`src/rtl/audio_ctl_pkg.sv`:
```
package audio_ctl_pkg;

  localparam int SUBPTR_W = 4;
  localparam int AINC_POS = 4;

  typedef enum logic [2:0] {
    PH_IDLE,
    PH_ADDR,
    PH_SUB,
    PH_WR,
    PH_RD,
    PH_SKIP
  } phase_e;

  function automatic logic addr_hit(input logic [6:0] rx_addr, input logic [6:0] own_addr);
    return rx_addr == own_addr;
  endfunction

  function automatic logic [SUBPTR_W-1:0] next_ptr(input logic [SUBPTR_W-1:0] ptr,
                                                   input int nregs);
    if (int'(ptr) == nregs - 1) return '0;
    return ptr + 1'b1;
  endfunction

  function automatic logic [7:0] status_byte(input logic soft_mute, input logic zc_mute);
    return {6'b000000, zc_mute, soft_mute};
  endfunction

endpackage

```
`src/rtl/sync_chain.sv`:
```
module sync_chain #(
  parameter int          W       = 1,
  parameter int          STAGES  = 2,
  parameter logic [W-1:0] RST_VAL = '0
) (
  input  logic         clk,
  input  logic         rst_n,
  input  logic [W-1:0] d,
  output logic [W-1:0] q
);

  logic [STAGES-1:0][W-1:0] stage_q;

  always_ff @(posedge clk or negedge rst_n) begin
    if (!rst_n) begin
      for (int i = 0; i < STAGES; i++) stage_q[i] <= RST_VAL;
    end else begin
      stage_q[0] <= d;
      for (int i = 1; i < STAGES; i++) stage_q[i] <= stage_q[i-1];
    end
  end

  assign q = stage_q[STAGES-1];

endmodule

```
`src/rtl/bus_events.sv`:
```
module bus_events #(
  parameter int STAGES = 2
) (
  input  logic clk,
  input  logic rst_n,
  input  logic scl_i,
  input  logic sda_i,
  output logic scl_s,
  output logic sda_s,
  output logic scl_rise,
  output logic scl_fall,
  output logic start_evt,
  output logic stop_evt
);

  logic [1:0] pair_s;
  logic       scl_d;
  logic       sda_d;

  sync_chain #(.W(2), .STAGES(STAGES), .RST_VAL(2'b11)) sync_u (
    .clk   (clk),
    .rst_n (rst_n),
    .d     ({scl_i, sda_i}),
    .q     (pair_s)
  );

  assign scl_s = pair_s[1];
  assign sda_s = pair_s[0];

  always_ff @(posedge clk or negedge rst_n) begin
    if (!rst_n) begin
      scl_d <= 1'b1;
      sda_d <= 1'b1;
    end else begin
      scl_d <= scl_s;
      sda_d <= sda_s;
    end
  end

  assign scl_rise  = scl_s & ~scl_d;
  assign scl_fall  = ~scl_s & scl_d;
  assign start_evt = scl_s & scl_d & sda_d & ~sda_s;
  assign stop_evt  = scl_s & scl_d & ~sda_d & sda_s;


  edge_excl_chk: assert property (@(posedge clk) disable iff (!rst_n)
    $onehot0({start_evt, stop_evt, scl_rise, scl_fall}));

endmodule

```
`src/rtl/byte_engine.sv`:
```
module byte_engine
  import audio_ctl_pkg::*;
#(
  parameter logic [6:0] DEV_ADDR = 7'h44
) (
  input  logic       clk,
  input  logic       rst_n,
  input  logic       scl_s,
  input  logic       sda_s,
  input  logic       scl_rise,
  input  logic       scl_fall,
  input  logic       start_evt,
  input  logic       stop_evt,
  input  logic [7:0] status_i,
  output logic       sda_drv,
  output logic [7:0] rx_byte,
  output logic       sub_stb,
  output logic       wr_stb
);

  localparam int CNT_W  = 4;
  localparam int BYTE_N = 8;

  phase_e           ph;
  logic [CNT_W-1:0] bit_cnt;
  logic [7:0]       shreg;
  logic             ack_ph;
  logic             rnw;
  logic             m_nack;
  logic             byte_full;

  assign byte_full = (int'(bit_cnt) == BYTE_N);

  always_ff @(posedge clk or negedge rst_n) begin
    if (!rst_n) begin
      ph      <= PH_IDLE;
      bit_cnt <= '0;
      shreg   <= '0;
      ack_ph  <= 1'b0;
      rnw     <= 1'b0;
      m_nack  <= 1'b1;
      sda_drv <= 1'b0;
      rx_byte <= '0;
      sub_stb <= 1'b0;
      wr_stb  <= 1'b0;
    end else begin
      sub_stb <= 1'b0;
      wr_stb  <= 1'b0;
      if (stop_evt) begin
        ph      <= PH_IDLE;
        bit_cnt <= '0;
        ack_ph  <= 1'b0;
        sda_drv <= 1'b0;
      end else if (start_evt) begin
        ph      <= PH_ADDR;
        bit_cnt <= '0;
        ack_ph  <= 1'b0;
        sda_drv <= 1'b0;
      end else begin
        unique case (ph)
          PH_ADDR, PH_SUB, PH_WR: begin
            if (!ack_ph) begin
              if (scl_rise && !byte_full) begin
                shreg   <= {shreg[6:0], sda_s};
                bit_cnt <= bit_cnt + 1'b1;
              end else if (scl_fall && byte_full) begin
                bit_cnt <= '0;
                if (ph == PH_ADDR && !addr_hit(shreg[7:1], DEV_ADDR)) begin
                  ph <= PH_SKIP;
                end else begin
                  ack_ph  <= 1'b1;
                  sda_drv <= 1'b1;
                  rx_byte <= shreg;
                  if (ph == PH_ADDR) rnw <= shreg[0];
                  if (ph == PH_SUB)  sub_stb <= 1'b1;
                  if (ph == PH_WR)   wr_stb  <= 1'b1;
                end
              end
            end else if (scl_fall) begin
              ack_ph <= 1'b0;
              if (ph == PH_ADDR && rnw) begin
                ph      <= PH_RD;
                shreg   <= status_i;
                sda_drv <= ~status_i[7];
              end else begin
                sda_drv <= 1'b0;
                if (ph == PH_ADDR) ph <= PH_SUB;
                else               ph <= PH_WR;
              end
            end
          end
          PH_RD: begin
            if (!ack_ph) begin
              if (scl_rise) begin
                bit_cnt <= bit_cnt + 1'b1;
              end else if (scl_fall) begin
                if (byte_full) begin
                  sda_drv <= 1'b0;
                  ack_ph  <= 1'b1;
                  bit_cnt <= '0;
                end else begin
                  shreg   <= {shreg[6:0], 1'b0};
                  sda_drv <= ~shreg[6];
                end
              end
            end else begin
              if (scl_rise) begin
                m_nack <= sda_s;
              end else if (scl_fall) begin
                ack_ph <= 1'b0;
                if (m_nack) begin
                  ph      <= PH_SKIP;
                  sda_drv <= 1'b0;
                end else begin
                  shreg   <= status_i;
                  sda_drv <= ~status_i[7];
                end
              end
            end
          end
          default: ;
        endcase
      end
    end
  end


  stop_idle_chk: assert property (@(posedge clk) disable iff (!rst_n)
    stop_evt |=> (ph == PH_IDLE) && !sda_drv);


  start_addr_chk: assert property (@(posedge clk) disable iff (!rst_n)
    start_evt |=> (ph == PH_ADDR) && (bit_cnt == '0));


  sda_low_only_chk: assert property (@(posedge clk) disable iff (!rst_n)
    !$stable(sda_drv) |-> !scl_s);


  skip_quiet_chk: assert property (@(posedge clk) disable iff (!rst_n)
    sda_drv |-> (ph != PH_SKIP) && (ph != PH_IDLE));


  bit_cnt_chk: assert property (@(posedge clk) disable iff (!rst_n)
    int'(bit_cnt) <= BYTE_N);


  wr_ack_chk: assert property (@(posedge clk) disable iff (!rst_n)
    (wr_stb || sub_stb) |-> sda_drv);

endmodule

```
`src/rtl/ctrl_regs.sv`:
```
module ctrl_regs
  import audio_ctl_pkg::*;
#(
  parameter int NREGS = 8
) (
  input  logic             clk,
  input  logic             rst_n,
  input  logic             sub_stb,
  input  logic             wr_stb,
  input  logic [7:0]       rx_byte,
  output logic [NREGS*8-1:0] regs_o
);

  logic [SUBPTR_W-1:0] ptr;
  logic                ainc;
  logic [7:0]          regs [NREGS];

  always_ff @(posedge clk or negedge rst_n) begin
    if (!rst_n) begin
      ptr  <= '0;
      ainc <= 1'b0;
    end else if (sub_stb) begin
      ptr  <= rx_byte[SUBPTR_W-1:0];
      ainc <= rx_byte[AINC_POS];
    end else if (wr_stb && ainc) begin
      ptr <= next_ptr(ptr, NREGS);
    end
  end

  for (genvar g = 0; g < NREGS; g++) begin : g_reg
    always_ff @(posedge clk or negedge rst_n) begin
      if (!rst_n)                          regs[g] <= '0;
      else if (wr_stb && (int'(ptr) == g)) regs[g] <= rx_byte;
    end
    assign regs_o[g*8 +: 8] = regs[g];
  end


  ptr_wrap_chk: assert property (@(posedge clk) disable iff (!rst_n)
    (wr_stb && ainc && (int'(ptr) == NREGS - 1)) |=> (ptr == '0));


  ptr_hold_chk: assert property (@(posedge clk) disable iff (!rst_n)
    (wr_stb && !ainc) |=> $stable(ptr));


  ptr_step_chk: assert property (@(posedge clk) disable iff (!rst_n)
    (wr_stb && ainc && (int'(ptr) < NREGS - 1)) |=> (ptr == $past(ptr) + 1'b1));

endmodule

```
`src/rtl/audio_ctl_i2c_slave.sv`:
```
module audio_ctl_i2c_slave
  import audio_ctl_pkg::*;
#(
  parameter logic [6:0] DEV_ADDR = 7'h44,
  parameter int         NREGS    = 8,
  parameter int         MUTE_IDX = 6,
  parameter int         STAGES   = 2
) (
  input  logic               clk,
  input  logic               rst_n,
  input  logic               scl_i,
  input  logic               sda_i,
  output logic               sda_oe,
  input  logic               mute_pin_n,
  input  logic               zc_muted_i,
  output logic               soft_mute_o,
  output logic [1:0]         zc_window_o,
  output logic [NREGS*8-1:0] regs_o
);

  localparam int MUTE_LSB = MUTE_IDX * 8;

  logic       scl_s, sda_s, scl_rise, scl_fall, start_evt, stop_evt;
  logic [7:0] rx_byte;
  logic       sub_stb, wr_stb;
  logic [1:0] side_s;
  logic [7:0] status;
  logic [7:0] mute_reg;

  bus_events #(.STAGES(STAGES)) events_u (
    .clk       (clk),
    .rst_n     (rst_n),
    .scl_i     (scl_i),
    .sda_i     (sda_i),
    .scl_s     (scl_s),
    .sda_s     (sda_s),
    .scl_rise  (scl_rise),
    .scl_fall  (scl_fall),
    .start_evt (start_evt),
    .stop_evt  (stop_evt)
  );

  sync_chain #(.W(2), .STAGES(STAGES), .RST_VAL(2'b01)) side_sync_u (
    .clk   (clk),
    .rst_n (rst_n),
    .d     ({zc_muted_i, mute_pin_n}),
    .q     (side_s)
  );

  byte_engine #(.DEV_ADDR(DEV_ADDR)) engine_u (
    .clk       (clk),
    .rst_n     (rst_n),
    .scl_s     (scl_s),
    .sda_s     (sda_s),
    .scl_rise  (scl_rise),
    .scl_fall  (scl_fall),
    .start_evt (start_evt),
    .stop_evt  (stop_evt),
    .status_i  (status),
    .sda_drv   (sda_oe),
    .rx_byte   (rx_byte),
    .sub_stb   (sub_stb),
    .wr_stb    (wr_stb)
  );

  ctrl_regs #(.NREGS(NREGS)) regs_u (
    .clk     (clk),
    .rst_n   (rst_n),
    .sub_stb (sub_stb),
    .wr_stb  (wr_stb),
    .rx_byte (rx_byte),
    .regs_o  (regs_o)
  );

  assign mute_reg    = regs_o[MUTE_LSB +: 8];
  assign soft_mute_o = mute_reg[0] | ~side_s[0];
  assign zc_window_o = mute_reg[6:5];
  assign status      = status_byte(soft_mute_o, side_s[1]);


  pin_mute_chk: assert property (@(posedge clk) disable iff (!rst_n)
    $fell(side_s[0]) |-> soft_mute_o);

endmodule

```
`config.mk`:
```
export PLATFORM = sky130hd
export DESIGN_NAME = audio_ctl_i2c_slave
export DESIGN_NICKNAME = d
export VERILOG_FILES = /design/src/rtl/audio_ctl_pkg.sv /design/src/rtl/sync_chain.sv /design/src/rtl/bus_events.sv /design/src/rtl/byte_engine.sv /design/src/rtl/ctrl_regs.sv /design/src/rtl/audio_ctl_i2c_slave.sv
export SDC_FILE = /design/constraint.sdc
export NUM_CORES = 1
export LEC_CHECK = 0
export BUFFER_PORTS_ARGS = -buffer_cell sky130_fd_sc_hd__buf_4
export CAP_MARGIN = 25
export CORE_UTILIZATION = 30
export CTS_BUF_LIST = sky130_fd_sc_hd__clkbuf_8 sky130_fd_sc_hd__clkbuf_16
export CTS_CLUSTER_SIZE = 25
export DETAILED_ROUTE_END_ITERATION = 12
export PLACE_DENSITY = 0.53
export SLEW_MARGIN = 15
export SYNTH_ARGS = -nofsm -noshare
export SYNTH_HDL_FRONTEND = slang
export SYNTH_SLANG_ARGS = --single-unit
```
`constraint.sdc`:
```
create_clock -name clk -period 6.1 [get_ports clk]
set_input_delay 1.22 -clock clk [delete_from_list [all_inputs] [get_ports clk]]
set_output_delay 1.22 -clock clk [all_outputs]
set_load 0.1 [all_outputs]
```
After elaboration in Yosys (flattened, before gate mapping):

Index checks and enable logic that the tools add are counted.

* bitwise gates (word level): 19
* muxes and demuxes: 88
* reduce and logical (&&, ||, !) cells: 27
* eq/ne operators: 34
* add/sub/neg operators: 2

Operator list (number)
* 8-bit two-way mux: 11
* 4-bit two-way mux: 13
* 1-bit two-way mux: 47
* 3-bit two-way mux: 12
* 5-bit by 1-bit inequality test with 1-bit output (second input constant): 5
* 4-bit == test (second input constant): 5
* 8-bit case mux with 2 select lines: 1
* 5-bit by 2-bit inequality test with 1-bit output (second input constant): 3
* 7-bit AND reduction: 2
* 1-bit logical AND: 13
* 4-bit by 1-bit inequality test with 1-bit output (second input constant): 3
* 1-bit NOT: 11
* 10-bit AND reduction: 1
* 9-bit AND reduction: 1
* 4-bit by 1-bit adder with 4-bit output (second input constant): 2
* 4-bit by 3-bit == test with 1-bit output (second input constant): 2
* 4-bit by 2-bit inequality test with 1-bit output (second input constant): 2
* 4-bit case mux with 2 select lines: 1
* 8-bit AND reduction: 1
* 1-bit AND: 7
* 7-bit == test (second input constant): 1
* 3-bit by 2-bit == test with 1-bit output (second input constant): 2
* 3-bit by 2-bit inequality test with 1-bit output (second input constant): 2
* 3-bit inequality test (second input constant): 2
* other kinds (17): 20

* logic and storage cells: 196
* bits of input ports: 6
* output and inout port bits: 68
* flip-flop bits (word level): 108

Depth between registers and ports, before layout:

* depth after elaboration: 10
* mapped depth: 8
* mapped depth without buffers: 7

Modules after synthesis:

From an unflattened synthesis, not the netlist that was laid out.

* cell total of the unflattened synthesis: 356
* area total of the unflattened synthesis: 4857.2 um^2

By module, submodules not included
* ctrl_regs: cells each 175, area each 2854.0 um^2, times used 1, sequential area each 1726.7 um^2
* byte_engine: cells each 159, area each 1655.3 um^2, times used 1, sequential area each 726.9 um^2
* sync_chain at events_u.sync_u: cells each 6, area each 120.1 um^2, times used 1, sequential area each 105.1 um^2
* sync_chain at side_sync_u: cells each 6, area each 117.6 um^2, times used 1, sequential area each 102.6 um^2
* bus_events: cells each 6, area each 85.1 um^2, times used 1, sequential area each 52.6 um^2
* audio_ctl_i2c_slave: cells each 4, area each 25.0 um^2, times used 1, sequential area each 0.0 um^2

Worst setup path after synthesis:

No wires, ideal clock.

* path kind: register to output
* from: register regs_u.regs (netlist bit regs_u.regs_o[48])
* to: output port soft_mute_o
* slack: 3.087 ns
* arrival time: 1.793 ns
* buffers on the path: 0
* cell stages (with the launch flop): 2
* cells stage by stage: dfrtp_1 nand2b_1

* cells in the longest elaborated chain, start to end: 1

RTL lines
* start: declaration: line ctrl_regs.sv:16 `logic [7:0] regs [NREGS];`
* 1-bit bitwise OR: line audio_ctl_i2c_slave.sv:76 `assign soft_mute_o = mute_reg[0] | ~side_s[0];`
* end: declaration: line audio_ctl_i2c_slave.sv:16 `output logic soft_mute_o,`

No other way between the ends.

Worst setup path after layout:

Ends and elaborated chain as after synthesis.

==> results_dict.tcl <==
set metrics [dict create \
    status "finished, final reports clean" \
    timing.rr.start "engine_u.ack_ph" \
    crit_slowest_cell "dfrtp_1" \
    worst_slew_pin_slew_ns 0.7715 \
    hold_end "side_sync_u.q[0]" \
    cts_tree "done" \
    cap_viol_max_count 0 \
    clock-root-buffer "clkbuf_16" \
    crit_path_start_kind "flip-flop" \
    num_vias 2890 \
    rows 45 \
    final-max-slew-violation-count 0 \
    antenna_found_initial 0 \
    post-place-ws_ns 3.582 \
    layout.nets 416 \
    die_h_um 126.1 \
    dieArea_um2 15910 \
    port_buffers 73 \
    fin_setup_tns_ns 0 \
    firstDrtPassIters 4 \
    grt-ovfl-total 0 \
    cts_max_level 3 \
    drcViolationCount 0 \
    finalWorstPathRequiredPeriod_ns 2.453 \
    synth_common_cells "dfrtp_1 (99), mux2_2 (70), nand2_1 (14), nand3_1 (11), o21ai_0 (11)" \
    coreArea_um2 15150 \
    hold_viol 0 \
    hp-class "reg -> reg" \
    synth_edf_count 0 \
    clock_skew_ns 0.006765 \
    numCtsBuffers 9 \
    ctsHoldBuffers 0 \
    insertion_delay_ns 0.36 \
    fmax_ghz 0.4077 \
    area_growth_pct 21.27 \
    required_ns 4.88 \
    yosysSeqAreaShare 0.5870 \
    path_max_fanout 3 \
    grt_max_degree 60 \
    drt_first_iter_violations 184 \
    yosys_warnings 0 \
    ys_ff_latch 108 \
    synthFlopType "dfrtp_1" \
    setup_violations 0 \
    clockBufferDepth 2 \
    wire_per_inst_um 16.36 \
    synth_area_um2 4623 \
    postCtsSetupBuffers 0 \
    min_path_cells 0 \
    r2r-end "engine_u.shreg[6]" \
    ctsResizeCount 0 \
    r2r_slack_ns 3.72 \
    p_per_area_nw_per_um2 290.3 \
    grt_pass1_vias 2934 \
    critPathMaxStageDelay_ns 0.39 \
    initial_core_util 0.3052 \
    fillers 1453 \
    ys_async_sr_fraction 1.000 \
    via_per_inst 4.849 \
    dieWidth_um 126.1 \
    grt_use_total 0.1319 \
    drive_above_1_share 0.4583 \
    synth_nets 347 \
    diodes 0 \
    syn_area_per_cell_um2 13.80 \
    arrival_ns 1.23 \
    place_hpwl_um 6751 \
    place_inst 581 \
    wl_um 9753 \
    worstPathCellList "nand2b_1 > buf_4" \
    slew_headroom 0.4857 \
    path_clk_slew_ns 0.07 \
    cp-end-kind "output pin" \
    yosysTopAreaCell "dfrtp_1" \
    final_core_util 0.3702 \
    ant_nets 0 \
    synth.top_cell.area_share 0.5359 \
    yosys-top-cells-area "dfrtp_1 (54%), mux2_2 (17%), dfstp_2 (5.1%), mux2_4 (2.6%), mux2_1 (1.7%)" \
    critPathTopFamily "flip-flops" \
    synthDistinctLibCells 52 \
    whs_ns 0.3574 \
    yosysMostFrequentCell "dfrtp_1" \
    critPathBufInv 1 \
    cts.sinks 108 \
    io-pin-count 74 \
    instances_no_fill 596 \
    netlist_instances 335 \
    grt_setup_unrepaired "no" \
    rr_worst_depth 5 \
    gp_congestion 0.8204 \
    crit_type "reg -> out" \
    min_from "side_sync_u.stage_q[0]" \
    ir_drop_uv 136.0 \
    p_leak_nw 2.801 \
    min_period_over_period 0.4021 \
    setup_slack_ns 3.647 \
    grt_pass1_wl_um 16060 \
]
routing by layer:
metal | routed length, µm | GRT usage
met1 | 4427 | 0.1659
met2 | 4751 | 0.2151
met3 | 450 | 0.04333
met4 | 123 | 0.03969
met5 | 0 | 0
how the worst max path moves through the flow:
stage                              to         startpoint  cells after the start  slack, ns
4_1_cts                   soft_mute_o  regs_u.regs_o[48]                      2       3.62
6_report                  soft_mute_o  regs_u.regs_o[48]                      2       3.65
3_3_place_gp              regs_u.ainc              rst_n                      2       3.59
5_1_grt             engine_u.shreg[2]    engine_u.ack_ph                      5       3.55
3_5_place_dp   side_sync_u.stage_q[1]              rst_n                      2       3.58
2_1_floorplan             soft_mute_o  regs_u.regs_o[48]                      1       3.09
registers in the layout, indices dropped and copies added (netlist names):
signal                   count
engine_u.ph                  3
engine_u.ack_ph              1
events_u.sync_u.stage_q      2
side_sync_u.q                2
engine_u.sda_drv             1
engine_u.rx_byte             8
events_u.scl_d               1
engine_u.rnw                 1
engine_u.sub_stb             1
regs_u.ptr                   4
regs_u.regs_o               64
side_sync_u.stage_q          2
regs_u.ainc                  1
engine_u.bit_cnt             4
events_u.sync_u.q            2
engine_u.m_nack              1
engine_u.shreg               8
engine_u.wr_stb              1
events_u.sda_d               1
cell families after synthesis:
kind of cell / Yosys count / share of synthesized area
adders and majority gates: 6 / 0.01624
and+or+nand+nor: 75 / 0.09825
xor gates and xnor gates: 3 / 0.005684
muxes: 87 / 0.2179
DFF: 108 / 0.5870
buffers and inverters: 22 / 0.02463
AOI/OAI and AO/OA: 34 / 0.05034
area by class of cell:
cell class | count | area [µm²] | share of cell area
inverters | 6 | 22.52 | 0.004017
well taps | 188 | 235.2 | 0.04195
clock buffers | 10 | 239.0 | 0.04262
repair buffers | 74 | 555.5 | 0.09909
flip-flops and latches | 108 | 2714 | 0.4840
multi-input cells | 205 | 1795 | 0.3202
clock inverters | 5 | 45.04 | 0.008034
through the flow:
| stage | total power, mW | instance area, µm² |
|---|---|---|
| finish | 1.628 | 5607 |
| global route | 1.710 | 5607 |
| CTS | 1.656 | 5607 |
| detailed placement | 1.087 | 5323 |
| global placement | 1.077 | 5323 |
| floorplan | 1.031 | 4623 |
cells in the final DEF, fill, tap and decap left out, types with 2 or more instances in the layout:
| master | netlist | final |
|---|---|---|
| nand2_1 | 14 | 14 |
| mux2i_1 | 2 | 2 |
| a32o_1 | 2 | 2 |
| nand4_1 | 2 | 2 |
| dfrtp_1 | 99 | 99 |
| mux2_4 | 8 | 8 |
| a21oi_1 | 8 | 8 |
| and2b_1 | 4 | 4 |
| o211ai_1 | 3 | 3 |
| o21ai_0 | 11 | 11 |
| ha_1 | 6 | 6 |
| nor3b_2 | 4 | 4 |
| or3b_1 | 2 | 2 |
| nor2_1 | 8 | 8 |
| mux2_2 | 70 | 70 |
| buf_4 | 4 | 74 |
| xor2_1 | 3 | 3 |
| inv_1 | 5 | 5 |
| nor3b_1 | 2 | 2 |
| dfstp_2 | 9 | 9 |
| nand4b_1 | 2 | 2 |
| clkinv_4 | 0 | 2 |
| or3_1 | 3 | 3 |
| nor2b_1 | 6 | 6 |
| clkbuf_16 | 0 | 9 |
| nand2b_1 | 4 | 4 |
| nand3_1 | 11 | 11 |
| mux2_1 | 7 | 7 |
| nor3_1 | 3 | 3 |
power by group:
group	internal, mW	switching, mW
combinational	0.130	0.131
clock	0.292	0.268
sequential	0.760	0.0478
total	1.18	0.447
No activity file was read; power rests on OpenSTA's default activity.
